$ cat config.mk
export PLATFORM = sky130hd
export DESIGN_NAME = t1_frame_timer
export DESIGN_NICKNAME = d
export VERILOG_FILES = /design/src/rtl/t1ft_pkg.sv /design/src/rtl/t1ft_counter.sv /design/src/rtl/t1ft_marker.sv /design/src/rtl/t1_frame_timer.sv
export SDC_FILE = /design/constraint.sdc
export NUM_CORES = 1
export LEC_CHECK = 0
export BUFFER_PORTS_ARGS = -buffer_cell sky130_fd_sc_hd__buf_2
export CAP_MARGIN = 10
export CELL_PAD_IN_SITES_DETAIL_PLACEMENT = 1
export CELL_PAD_IN_SITES_GLOBAL_PLACEMENT = 2
export CORE_ASPECT_RATIO = 1.2
export CORE_UTILIZATION = 30
export CTS_CLUSTER_SIZE = 8
export DETAILED_ROUTE_END_ITERATION = 8
export PLACE_DENSITY_LB_ADDON = 0.25
export SLEW_MARGIN = 20
export SYNTH_ARGS = -nofsm -noshare
export SYNTH_HDL_FRONTEND = slang
export SYNTH_SLANG_ARGS = --single-unit
$ cat constraint.sdc
create_clock -name clk -period 8.5 [get_ports clk]
set_input_delay 0.85 -clock clk [delete_from_list [all_inputs] [get_ports clk]]
set_output_delay 0.85 -clock clk [all_outputs]
set_load 0.02 [all_outputs]
$ cat src/rtl/t1ft_pkg.sv
`timescale 1ns/1ps
package t1ft_pkg;
  // Channel number (0-based) of a bit position; only meaningful for pos >= 1.
  function automatic int chan_of_pos(input int pos, input int bits_per_ch);
    return (pos - 1) / bits_per_ch;
  endfunction

  // True on the last (least significant) bit of a channel.
  function automatic bit is_chan_lsb(input int pos, input int bits_per_ch);
    return (pos != 0) && ((pos % bits_per_ch) == 0);
  endfunction

  // Signaling frames: every sig_period-th frame, counting from 1.
  function automatic bit is_sig_frame(input int frame_idx, input int sig_period);
    return ((frame_idx + 1) % sig_period) == 0;
  endfunction
endpackage

$ cat src/rtl/t1ft_counter.sv
`timescale 1ns/1ps
module t1ft_counter #(
  parameter int FRAME_BITS = 193,
  parameter int D4_FRAMES  = 12,
  parameter int ESF_FRAMES = 24,
  parameter int BIT_W      = 8,
  parameter int FRM_W      = 5
) (
  input  logic             clk,
  input  logic             rst_n,
  input  logic             sync_in,
  input  logic             esf_mode,
  output logic [BIT_W-1:0] bit_pos,
  output logic [FRM_W-1:0] frame_idx,
  output logic             frame_end
);
  localparam logic [BIT_W-1:0] LAST_BIT = BIT_W'(FRAME_BITS - 1);
  localparam logic [FRM_W-1:0] LAST_D4  = FRM_W'(D4_FRAMES - 1);
  localparam logic [FRM_W-1:0] LAST_ESF = FRM_W'(ESF_FRAMES - 1);

  logic [FRM_W-1:0] last_frame;
  assign last_frame = esf_mode ? LAST_ESF : LAST_D4;
  assign frame_end  = (bit_pos == LAST_BIT);

  always_ff @(posedge clk) begin
    if (!rst_n || sync_in) begin
      bit_pos   <= '0;
      frame_idx <= '0;
    end else if (frame_end) begin
      bit_pos   <= '0;
      frame_idx <= (frame_idx >= last_frame) ? '0 : frame_idx + 1'b1;
    end else begin
      bit_pos   <= bit_pos + 1'b1;
    end
  end

  p_bit_range_r2: assert property (@(posedge clk) disable iff (!rst_n)
    bit_pos <= LAST_BIT);
  p_reload_r9: assert property (@(posedge clk) disable iff (!rst_n)
    sync_in |=> (bit_pos == '0 && frame_idx == '0));
  p_mf_wrap_r3: assert property (@(posedge clk) disable iff (!rst_n)
    (frame_end && !sync_in && frame_idx == last_frame) |=> (frame_idx == '0));
  p_frame_step_r2: assert property (@(posedge clk) disable iff (!rst_n)
    (!frame_end && !sync_in) |=> $stable(frame_idx));
endmodule

$ cat src/rtl/t1ft_marker.sv
`timescale 1ns/1ps
module t1ft_marker
  import t1ft_pkg::*;
#(
  parameter int CHANNELS    = 24,
  parameter int BITS_PER_CH = 8,
  parameter int SIG_PERIOD  = 6,
  parameter int BIT_W       = 8,
  parameter int FRM_W       = 5
) (
  input  logic                clk,
  input  logic                rst_n,
  input  logic                sync_in,
  input  logic [BIT_W-1:0]    bit_pos,
  input  logic [FRM_W-1:0]    frame_idx,
  input  logic                mf_sync_mode,
  input  logic                dbl_wide_en,
  input  logic                zbtsi_en,
  input  logic [CHANNELS-1:0] blk_mask,
  output logic                sync_out,
  output logic                chan_clk,
  output logic                chan_blk,
  output logic                link_clk
);
  int               pos_i;
  int               chan_i;
  logic             in_payload;
  logic             frame_mark;
  logic             mf_mark;
  logic             dbl_mark;
  logic [CHANNELS-1:0] chan_hit;

  always_comb begin
    pos_i      = int'(bit_pos);
    chan_i     = chan_of_pos(pos_i, BITS_PER_CH);
    in_payload = (pos_i != 0);
    frame_mark = (pos_i == 0);
    mf_mark    = frame_mark && (frame_idx == '0);
    dbl_mark   = dbl_wide_en && !mf_sync_mode && (pos_i == 1) &&
                 is_sig_frame(int'(frame_idx), SIG_PERIOD);
  end

  generate
    for (genvar c = 0; c < CHANNELS; c++) begin : g_chan
      assign chan_hit[c] = blk_mask[c] && (chan_i == c);
    end
  endgenerate

  assign chan_clk = is_chan_lsb(pos_i, BITS_PER_CH);
  assign chan_blk = in_payload && (|chan_hit);
  assign sync_out = mf_sync_mode ? mf_mark : (frame_mark || dbl_mark);
  assign link_clk = zbtsi_en ? frame_idx[1] : frame_idx[0];

  p_chclk_single_r4: assert property (@(posedge clk) disable iff (!rst_n)
    chan_clk |=> !chan_clk);
  p_no_double_mf_r7: assert property (@(posedge clk) disable iff (!rst_n)
    (sync_out && mf_sync_mode && $past(mf_sync_mode) && !$past(sync_in)) |-> !$past(sync_out));
  p_link_steady_r8: assert property (@(posedge clk) disable iff (!rst_n)
    (pos_i != 0 && !sync_in && pos_i != CHANNELS*BITS_PER_CH) |=>
      ($stable(link_clk) || !$stable(zbtsi_en)));
  p_blk_fbit_r5: assert property (@(posedge clk) disable iff (!rst_n)
    sync_in |=> !chan_blk);
endmodule

$ cat src/rtl/t1_frame_timer.sv
`timescale 1ns/1ps
module t1_frame_timer #(
  parameter int CHANNELS    = 24,
  parameter int BITS_PER_CH = 8,
  parameter int D4_FRAMES   = 12,
  parameter int ESF_FRAMES  = 24
) (
  input  logic                clk,
  input  logic                rst_n,
  input  logic                sync_in,
  input  logic                esf_mode,
  input  logic                mf_sync_mode,
  input  logic                dbl_wide_en,
  input  logic                zbtsi_en,
  input  logic [CHANNELS-1:0] blk_mask,
  output logic                sync_out,
  output logic                chan_clk,
  output logic                chan_blk,
  output logic                link_clk
);
  localparam int FRAME_BITS = 1 + CHANNELS * BITS_PER_CH;
  localparam int BIT_W      = $clog2(FRAME_BITS);
  localparam int FRM_W      = $clog2(ESF_FRAMES);
  localparam int SIG_PERIOD = D4_FRAMES / 2;

  logic [BIT_W-1:0] bit_pos;
  logic [FRM_W-1:0] frame_idx;
  logic             frame_end;

  t1ft_counter #(
    .FRAME_BITS(FRAME_BITS), .D4_FRAMES(D4_FRAMES), .ESF_FRAMES(ESF_FRAMES),
    .BIT_W(BIT_W), .FRM_W(FRM_W)
  ) u_cnt (
    .clk(clk), .rst_n(rst_n), .sync_in(sync_in), .esf_mode(esf_mode),
    .bit_pos(bit_pos), .frame_idx(frame_idx), .frame_end(frame_end)
  );

  t1ft_marker #(
    .CHANNELS(CHANNELS), .BITS_PER_CH(BITS_PER_CH), .SIG_PERIOD(SIG_PERIOD),
    .BIT_W(BIT_W), .FRM_W(FRM_W)
  ) u_mark (
    .clk(clk), .rst_n(rst_n), .sync_in(sync_in),
    .bit_pos(bit_pos), .frame_idx(frame_idx),
    .mf_sync_mode(mf_sync_mode), .dbl_wide_en(dbl_wide_en), .zbtsi_en(zbtsi_en),
    .blk_mask(blk_mask),
    .sync_out(sync_out), .chan_clk(chan_clk), .chan_blk(chan_blk), .link_clk(link_clk)
  );

  // A frame pulse in frame mode must land exactly one clock after a frame end.
  p_frame_pulse_r2: assert property (@(posedge clk) disable iff (!rst_n)
    (frame_end && !sync_in && !mf_sync_mode && $stable(mf_sync_mode)) |=> sync_out);
endmodule

==> results of run 1 <==
[power groups by stage]
| stage | clock network (µW) | logic (µW) | registers, µW |
|---|---|---|---|
| after floorplan | 0 | 63.8 | 63.3 |
| after global placement | 0 | 80.3 | 63.4 |
| after detailed placement | 0 | 81.0 | 63.5 |
| after CTS | 56.0 | 81.4 | 62.1 |
| after global routing | 59.2 | 90.2 | 62.2 |
| final | 54.6 | 79.6 | 62.1 |
[sequential cells by signal, indices dropped and copies added (netlist names)]
signal,count
u_cnt.frame_idx,5
u_cnt.bit_pos,8
[how the worst max path moves through the flow]
stage / from / endpoint / slack (ns) / cells after the start
after floorplan: u_cnt.bit_pos[0] / chan_blk / 4.42 / 14
after global placement: u_cnt.bit_pos[0] / chan_blk / 3.98 / 14
after detailed placement: u_cnt.bit_pos[0] / chan_blk / 3.91 / 14
after CTS: u_cnt.bit_pos[0] / chan_blk / 3.64 / 14
after global routing: u_cnt.bit_pos[0] / chan_blk / 3.35 / 14
final: u_cnt.bit_pos[0] / chan_blk / 3.69 / 14
[through the flow]
stage	util	setup slack [ns]	area [µm²]
final	0.3585	3.693	1938
after global routing	0.3585	3.352	1938
after CTS	0.3585	3.640	1938
after detailed placement	0.3502	3.914	1893
after global placement	0.3502	3.984	1893
after floorplan	-	4.421	1719
[metal layers]
layer  GRT usage  share of wire
met4     0.03818         0.0086
met5           0              0
met3     0.02613          0.029
met2      0.2666           0.51
met1      0.1875           0.45
[cells in the mapped netlist, drive strengths merged (6+ instances only)]
| library cell | n | area share |
|---|---|---|
| a21oi | 6 | 0.017 |
| clkbuf | 8 | 0.017 |
| dfxtp | 13 | 0.15 |
| ha | 19 | 0.14 |
| inv | 11 | 0.024 |
| mux4 | 8 | 0.12 |
| nand2 | 18 | 0.039 |
| nand3 | 12 | 0.035 |
| nor2 | 16 | 0.035 |
| nor3 | 8 | 0.026 |
| xnor2 | 8 | 0.041 |
| xor2 | 7 | 0.036 |
[cells in the final DEF (no fill, tap or decap), types with 4 or more instances in the layout]
master / n
a21o_1: 5
a21oi_1: 6
buf_2: 34
dfxtp_1: 13
ha_1: 19
inv_1: 11
mux2i_1: 4
mux4_1: 7
nand2_1: 18
nand2b_1: 4
nand3_1: 12
nand4_1: 4
nor2_1: 16
nor3_1: 7
o21ai_0: 5
xnor2_1: 8
xor2_1: 7
[layout make-up]
type	instances	area [µm²]
timing repair buffer	34	170.2
tap	62	77.57
sequential	13	260.3
multi-input combinational	166	1344
inverter	11	41.29
clock buffer	4	45.04
fill	661	3468
[worst max-delay path, delay by kind of cell (launching register included)]
kind | cells | cell delay [ns]
DFF | 1 | 0.37
AOI/OAI and AO/OA | 2 | 0.44
buffers and inverters | 2 | 0.24
and+or+nand+nor | 3 | 0.57
muxes | 4 | 1.19
adders and majority gates | 3 | 0.93
[logic make-up after synthesis]
group | after synthesis
flops | 13
mux | 16
buf+inv | 24
xor+xnor | 15
compound gates | 32
simple gates | 84
fa+ha+maj | 19
==> flow_metrics.py, run 1 <==
metrics = {
    "status": {
        "status": "complete, but fails checks",
        "violations": "DRC",
    },
    "cts": {
        "holdBufCountCts": 0,
        "clk_latency_ns": 0.24,
        "clk_pin_slew_worst_paths_ns": 0.06,
        "cts_tree": "done",
        "cts_setup_buffers": 0,
        "cts_resized": 0,
        "cts_max_path_buffers": 2,
        "cts_made_buffers": 3,
        "cts_max_level": 1,
        "cts_root_buf": "clkbuf_8",
        "cts_sinks": 13,
    },
    "min_path": {
        "worstHoldPathCells": 1,
        "min_path_type": "flip-flop to flip-flop",
        "worstHoldStart": "u_cnt.bit_pos[0]",
        "whs_endpoint": "u_cnt.bit_pos[0]",
    },
    "route": {
        "drtIter0Drc": 67,
        "drtAntennaViolNets": 0,
        "vias": 1598,
        "totalWireLength_um": 4209,
        "routedWlPerCell_um": 14.51,
        "drc": 2,
        "routed_via_density": 5.510,
        "drt_first_pass_iters": 9,
    },
    "final_layout": {
        "drive_gt1_frac": 0.2018,
        "syn_to_final_growth_pct": 12.74,
        "insertedDiodeCount": 0,
        "nets": 279,
        "instances_no_fill": 290,
    },
    "global_routing": {
        "grt_max_degree": 16,
        "grt_first_pass_wirelength_um": 7348,
        "first_global_vias": 1577,
        "overflow": 0,
        "antenna_found_initial": 0,
        "track_usage": 0.1503,
    },
    "sta": {
        "final.min_clock_period_ns": 4.807,
        "hold_ws_ns": 0.5119,
        "final-hold-violation-count": 0,
        "setup_viol_count_final": 0,
        "finalSetupTns_ns": 0,
        "fmax_ghz": 0.2080,
        "rsz0062_at_grt": "no",
        "skew_ns": 0.003122,
        "slew_headroom": 0.5995,
        "min_period_over_period": 0.5655,
        "worst_slew_pin_slew_ns": 0.5961,
        "slew_violations": 0,
    },
    "floorplanning": {
        "die_y_um": 84.93,
        "die-width_um": 71.11,
        "die_area_um2": 6039,
        "io_pins": 35,
        "rows": 29,
        "core_um2": 5406,
        "start_util": 0.3180,
    },
    "placement": {
        "dpl.cell_count": 286,
        "place_congestion": 0.8184,
        "portBuffers": 34,
        "dp_hpwl_um": 3452,
    },
    "synth": {
        "synth-xor-area-share": 0.07642,
        "ys_warn_count": 0,
        "synth_fa_ha_area_frac": 0.1383,
        "synth_compound_area_frac": 0.1354,
        "syn_area_um2": 1719,
        "avgSynthCellArea_um2": 8.469,
        "yosysUniqueCellTypes": 51,
        "syn_inst": 203,
        "ys_seq_elements": 13,
        "ys_seq_area_frac": 0.1514,
        "synthMuxAreaShare": 0.1696,
        "yosys.area_share.simple": 0.2620,
        "synth_top_family_by_area": "simple AND/OR/NAND/NOR gates",
        "synth-main-ff-cell": "dfxtp_1",
        "mappedNetlistNets": 253,
        "async_flop_share": 0,
        "synth_enable_flop_cells": 0,
    },
    "critical_path": {
        "crit_path_frequent_cell": "ha_1",
        "required_ns": 7.65,
        "cp-start-kind": "flip-flop",
        "slowest_delay_ns": 0.49,
        "end_kind": "primary output",
        "cp_cell_sequence": "inv_1 -> ha_1 -> nand2b_1 -> nor3_2 -> nand2_1 -> a21oi_1 -> ha_1 -> ha_1 -> mux4_1 -> mux2_2 -> mux2_1 -> mux2_2 -> o311a_1 -> buf_2",
        "rr_worst_depth": 7,
        "critPathSlowestCell": "ha_1",
        "cp.arrival_ns": 3.96,
        "rr_endpoint": "u_cnt.frame_idx[3]",
        "r2r-start": "u_cnt.frame_idx[0]",
        "path_class": "flip-flop to primary output",
        "critPathMaxFanout": 14,
        "rrSetupSlack_ns": 6.17,
    },
    "power_and_ir_drop": {
        "total_power_uw": 196.3,
        "seq_power_share": 0.317,
        "p_comb_frac": 0.405,
        "p_leak_uw": 0.0008349,
        "power_density_nw_per_um2": 101.3,
        "sw_frac_of_total": 0.3043,
        "switchingPower_uw": 59.72,
        "ir_worst_vdd_mv": 0.05087,
        "p_clk_frac": 0.278,
        "intPower_uw": 136.6,
    },
    "flow_run": {
        "maxCapViolations": 0,
    },
}
Power figures use the tool's default switching activity.
==> run 2, diff against run 1 <==
- ABC_AREA: default -> 1
- CORE_UTILIZATION: 30 -> 26
- clock period: 8.5 -> 4.2 ns (I/O delays scaled with it)
==> run 2 against run 1 <==
The run now ends clean. Via count is 15% higher. Setup slack worse by 3.2 ns. Wire length increased by 15%. Final cell count rose by 39%. Critical path type unchanged. Largest cell class unchanged. Largest power group unchanged.
==> flow_metrics.py, run 2 <==
metrics = {
    "status": {
        "status": "finished, final reports clean",
    },
    "sta": {
        "skew_ns": 0.003425,
        "final-hold-violation-count": 0,
        "min_period_over_period": 0.8769,
        "setup_viol_count_final": 0,
        "worst_slew_pin_slew_ns": 0.4895,
        "rsz0062_at_grt": "no",
        "finalSetupTns_ns": 0,
        "hold_ws_ns": 0.5033,
        "slew_headroom": 0.6725,
        "final.min_clock_period_ns": 3.683,
        "slew_violations": 0,
        "fmax_ghz": 0.2715,
    },
    "floorplanning": {
        "io_pins": 35,
        "die_area_um2": 7056,
        "rows": 32,
        "die_y_um": 91.82,
        "start_util": 0.2712,
        "core_um2": 6446,
        "die-width_um": 76.85,
    },
    "flow_run": {
        "maxCapViolations": 0,
    },
    "route": {
        "routedWlPerCell_um": 12.00,
        "drc": 0,
        "drt_first_pass_iters": 4,
        "totalWireLength_um": 4846,
        "routed_via_density": 4.537,
        "drtAntennaViolNets": 0,
        "drtIter0Drc": 23,
        "vias": 1833,
    },
    "final_layout": {
        "largest_reg_flops": 8,
        "reg_top3": "u_cnt.bit_pos: 8 flops, u_cnt.frame_idx: 5 flops",
        "instances_no_fill": 404,
        "final_common_cell": "nand2_1",
        "regMostFlops": "u_cnt.bit_pos",
        "nets": 371,
        "most-common-layout-cells": "nand2_1 (70), inv_1 (43), buf_2 (34)",
        "insertedDiodeCount": 0,
        "syn_to_final_growth_pct": 17.47,
        "drive_gt1_frac": 0.2038,
    },
    "cts": {
        "cts_max_level": 1,
        "cts_tree": "done",
        "cts_root_buf": "clkbuf_8",
        "cts_sinks": 13,
        "holdBufCountCts": 0,
        "clk_pin_slew_worst_paths_ns": 0.06,
        "cts_made_buffers": 3,
        "cts_resized": 0,
        "cts_max_path_buffers": 2,
        "clk_latency_ns": 0.24,
        "cts_setup_buffers": 0,
    },
    "synth": {
        "syn_inst": 283,
        "syn_area_um2": 1748,
        "async_flop_share": 0,
        "yosys-top-cells-area": "nand2_1 (15%), dfxtp_1 (15%), ha_1 (14%)",
        "synth_top_area_cell": "nand2_1",
        "avgSynthCellArea_um2": 6.176,
        "ys_seq_area_frac": 0.1489,
        "synth_top_area_share": 0.1503,
        "mappedNetlistNets": 334,
        "synth.most_common_cell": "nand2_1",
        "ys_seq_elements": 13,
        "synth_enable_flop_cells": 0,
        "synth_commonest_cells": "nand2_1 (70), inv_1 (43), nand3_1 (33)",
        "synth-main-ff-cell": "dfxtp_1",
        "yosysUniqueCellTypes": 30,
        "ys_warn_count": 0,
    },
    "power_and_ir_drop": {
        "switchingPower_uw": 164.5,
        "ir_worst_vdd_mv": 0.08565,
        "p_comb_frac": 0.432,
        "p_clk_frac": 0.269,
        "intPower_uw": 256.6,
        "seq_power_share": 0.298,
        "p_leak_uw": 0.001083,
        "sw_frac_of_total": 0.3907,
        "power_density_nw_per_um2": 205.1,
    },
    "placement": {
        "dp_hpwl_um": 4145,
        "dpl.cell_count": 400,
        "portBuffers": 34,
        "place_congestion": 0.7600,
    },
    "global_routing": {
        "antenna_found_initial": 0,
        "first_global_vias": 1877,
        "grt_first_pass_wirelength_um": 8480,
        "track_usage": 0.1463,
        "grt_max_degree": 15,
        "overflow": 0,
    },
    "min_path": {
        "min_path_type": "flip-flop to flip-flop",
    },
    "critical_path": {
        "cp.arrival_ns": 3.26,
        "end_kind": "primary output",
        "required_ns": 3.78,
        "rrSetupSlack_ns": 2.16,
        "path_class": "flip-flop to primary output",
        "critPathMaxFanout": 5,
        "cp-start-kind": "flip-flop",
    },
}
[run 2: cell count changes after synthesis, moves of 6 or more]
cell	previous run	this run
nand4_1	4	16
inv_2	0	6
mux4_1	7	0
nand2_1	18	70
inv_1	11	43
nand2_4	0	6
clkbuf_1	8	0
nand3_1	12	33
nor2_1	16	26
nor2_2	0	6
xnor2_1	8	1
[run 2: power by group through the flow]
| stage | registers [µW] | clock network (µW) | logic (µW) |
|---|---|---|---|
| floorplan | 128 | 0 | 135 |
| global placement | 128 | 0 | 184 |
| detailed placement | 128 | 0 | 186 |
| CTS | 125 | 118 | 187 |
| global route | 126 | 123 | 210 |
| finish | 126 | 113 | 182 |
[run 2: final timing paths]
path / depth (start not counted) / to / from
worst max-delay path: 18 / chan_blk / u_cnt.bit_pos[0]
worst min-delay path: 1 / u_cnt.bit_pos[0] / u_cnt.bit_pos[0]
worst max register to register: 9 / u_cnt.frame_idx[2] / u_cnt.bit_pos[0]
worst min register to register: 1 / u_cnt.bit_pos[0] / u_cnt.bit_pos[0]
[run 2: kinds of logic (layout without fill, tap and decap cells)]
group | after synthesis | count (layout) | share of synthesized area
fa+ha+maj | 20 | 20 | 0.1432
xor+xnor | 8 | 8 | 0.04009
flops | 13 | 13 | 0.1489
buf+inv | 53 | 89 | 0.1203
compound gates | 17 | 17 | 0.05297
simple gates | 172 | 172 | 0.4946
[run 2: layout make-up]
type	count	area (µm²)
sequential	13	260.3
fill	879	4393
multi-input combinational	217	1277
clock buffer	4	45.04
tap	85	106.4
timing repair buffer	34	170.2
inverter	51	193.9
[run 2: metal layers]
metal,GRT usage,part of all wire
met1,0.1806,0.47
met2,0.2664,0.48
met3,0.01592,0.037
met4,0.03686,0.0095
met5,0,0
[run 2: through the flow]
| step | setup WS [ns] | instance area (µm²) | utilization | total power [µW] |
|---|---|---|---|---|
| floorplan | 1.022 | 1748 | - | 263.3 |
| global placement | 0.8224 | 2008 | 0.3115 | 312.0 |
| detailed placement | 0.7083 | 2008 | 0.3115 | 313.8 |
| CTS | 0.4305 | 2053 | 0.3185 | 430.8 |
| global route | 0.1571 | 2053 | 0.3185 | 459.1 |
| finish | 0.5169 | 2053 | 0.3185 | 421.1 |
[run 2: worst max-delay path, stage by stage, from the launching register on]
cell and delay (ns):
dfxtp_1 0.40, inv_1 0.12, ha_1 0.27, ha_1 0.28, a21oi_1 0.15, ha_1 0.21, nand3_2 0.11, nor2_2 0.17
nand2_4 0.09, inv_1 0.11, nand3_1 0.09, ha_1 0.29, inv_1 0.04, nor4_1 0.18, nand3_1 0.10, nor2_1 0.09
nand2_1 0.07, nor2_1 0.07, buf_2 0.16
==> run 3, diff against run 2 <==
- MAX_ROUTING_LAYER: default -> met4
==> run 3 against run 2 <==
Wire length down 0.19%. Sequential power barely moved. Final cell count unchanged. Register-to-register slack barely moved. Die area unchanged. Final area did not move. Worst hold slack got worse by 0.00075 ns. Via count about the same. Non-clock buffer count is the same.
==> flow_metrics.py, run 3 (synthesis results as in run 2) <==
metrics = {
    "cts": {
        "clk_latency_ns": 0.24,
        "cts_made_buffers": 3,
        "cts_resized": 0,
        "holdBufCountCts": 0,
        "cts_root_buf": "clkbuf_8",
        "cts_sinks": 13,
        "cts_setup_buffers": 0,
        "cts_max_level": 1,
        "clk_pin_slew_worst_paths_ns": 0.06,
        "cts_max_path_buffers": 2,
        "cts_tree": "done",
    },
    "route": {
        "vias": 1834,
        "drt_first_pass_iters": 4,
        "routed_via_density": 4.540,
        "drtIter0Drc": 23,
        "drtAntennaViolNets": 0,
        "totalWireLength_um": 4837,
        "routedWlPerCell_um": 11.97,
        "drc": 0,
    },
    "critical_path": {
        "cp.depth": 18,
        "required_ns": 3.78,
        "path_class": "flip-flop to primary output",
        "slowest_delay_ns": 0.40,
        "crit_buf_inv": 4,
        "end_kind": "primary output",
        "critPathMaxFanout": 5,
        "cp.arrival_ns": 3.26,
        "crit_path_frequent_cell": "ha_1",
        "rr_worst_depth": 9,
        "cp_top_family": "adder cells",
        "rrSetupSlack_ns": 2.15,
        "crit_path_start": "u_cnt.bit_pos[0]",
        "cp-start-kind": "flip-flop",
        "critPathSlowestCell": "dfxtp_1",
        "r2r-start": "u_cnt.bit_pos[0]",
        "cp_cell_sequence": "inv_1 -> ha_1 -> ha_1 -> a21oi_1 -> ha_1 -> nand3_2 -> nor2_2 -> nand2_4 -> inv_1 -> nand3_1 -> ha_1 -> inv_1 -> nor4_1 -> nand3_1 -> nor2_1 -> nand2_1 -> nor2_1 -> buf_2",
    },
    "final_layout": {
        "final_common_cell": "nand2_1",
        "instances_no_fill": 404,
        "n_fill_cell": 879,
        "register_area_um2": 260.3,
        "nets": 371,
        "reg_top3": "u_cnt.bit_pos: 8 flops, u_cnt.frame_idx: 5 flops",
        "most-common-layout-cells": "nand2_1 (70), inv_1 (43), buf_2 (34)",
        "drive_gt1_frac": 0.2038,
        "multi_input_area_um2": 1277,
        "largest_reg_flops": 8,
        "syn_to_final_growth_pct": 17.47,
        "insertedDiodeCount": 0,
        "regMostFlops": "u_cnt.bit_pos",
    },
    "global_routing": {
        "overflow": 0,
        "grt_first_pass_wirelength_um": 8480,
        "grt_max_degree": 15,
        "first_global_vias": 1874,
        "antenna_found_initial": 0,
        "track_usage": 0.1504,
    },
    "placement": {
        "dp_hpwl_um": 4145,
        "place_congestion": 0.7700,
        "dpl.cell_count": 400,
        "portBuffers": 34,
    },
    "power_and_ir_drop": {
        "power_density_nw_per_um2": 205.0,
        "p_comb_frac": 0.432,
        "sw_frac_of_total": 0.3904,
        "seq_power_share": 0.298,
        "p_clk_frac": 0.270,
        "intPower_uw": 256.6,
        "p_leak_uw": 0.001083,
        "ir_worst_vdd_mv": 0.08564,
        "switchingPower_uw": 164.3,
    },
    "floorplanning": {
        "die_area_um2": 7056,
        "start_util": 0.2712,
        "io_pins": 35,
        "die_y_um": 91.82,
        "core_um2": 6446,
        "rows": 32,
        "die-width_um": 76.85,
    },
    "sta": {
        "finalSetupTns_ns": 0,
        "final.min_clock_period_ns": 3.682,
        "worst_slew_pin_slew_ns": 0.4895,
        "setup_viol_count_final": 0,
        "slew_violations": 0,
        "skew_ns": 0.003417,
        "fmax_ghz": 0.2716,
        "final-hold-violation-count": 0,
        "rsz0062_at_grt": "no",
        "min_period_over_period": 0.8767,
        "slew_headroom": 0.6725,
    },
    "min_path": {
        "worstHoldStart": "u_cnt.bit_pos[0]",
        "min_path_type": "flip-flop to flip-flop",
        "worstHoldPathCells": 1,
    },
    "status": {
        "status": "finished, final reports clean",
    },
    "flow_run": {
        "maxCapViolations": 0,
    },
}
-- run 3: cell counts in the layout (fill, tap and decap cells not counted) --
Identical to the previous run, type by type.
-- run 3: through the flow --
stage	hold WS [ns]	instance area, µm²	utilization	total power (µW)	worst slack [ns]
floorplan	0.4446	1748	-	263.3	1.022
global placement	0.4620	2008	0.3115	312.0	0.8224
detailed placement	0.4777	2008	0.3115	313.8	0.7083
CTS	0.5057	2053	0.3185	430.8	0.4305
global route	0.5186	2053	0.3185	459.1	0.1571
finish	0.5025	2053	0.3185	420.9	0.5178
-- run 3: per-layer routing --
layer	vias up	global-route usage	wire [µm]	part of all wire
met3	8	0.01592	178	0.037
met5	-	-	0	0
met4	0	0.03686	73	0.015
met1	805	0.1806	2279	0.47
met2	33	0.2664	2306	0.48
li1	988	-	-	-
-- run 3: path summary, 6_finish.rpt --
path                        endpoint
setup / recovery            chan_blk
hold / removal      u_cnt.bit_pos[0]
setup reg to reg  u_cnt.frame_idx[2]
hold reg to reg     u_cnt.bit_pos[0]
-- run 3: power by group through the flow --
stage | Sequential, µW | Combinational, µW | Clock [µW]
global route | 126 | 210 | 123
detailed placement | 128 | 186 | 0
global placement | 128 | 184 | 0
CTS | 125 | 187 | 118
floorplan | 128 | 135 | 0
finish | 126 | 182 | 113
-- run 3: cell type report --
class | count | area share
Inverter | 51 | 0.09445
Timing Repair Buffer | 34 | 0.08288
Tap cell | 85 | 0.05180
Multi-Input combinational cell | 217 | 0.6222
Clock buffer | 4 | 0.02194
Sequential cell | 13 | 0.1268
-- run 3: worst register-to-register path: stages (launching register included) --
cell	delay [ns]
dfxtp_1	0.35
inv_1	0.15
ha_1	0.26
nand2_4	0.08
nor2_2	0.12
nand2_2	0.09
nor2_1	0.33
nor2_1	0.10
inv_1	0.30
o21ai_0	0.14
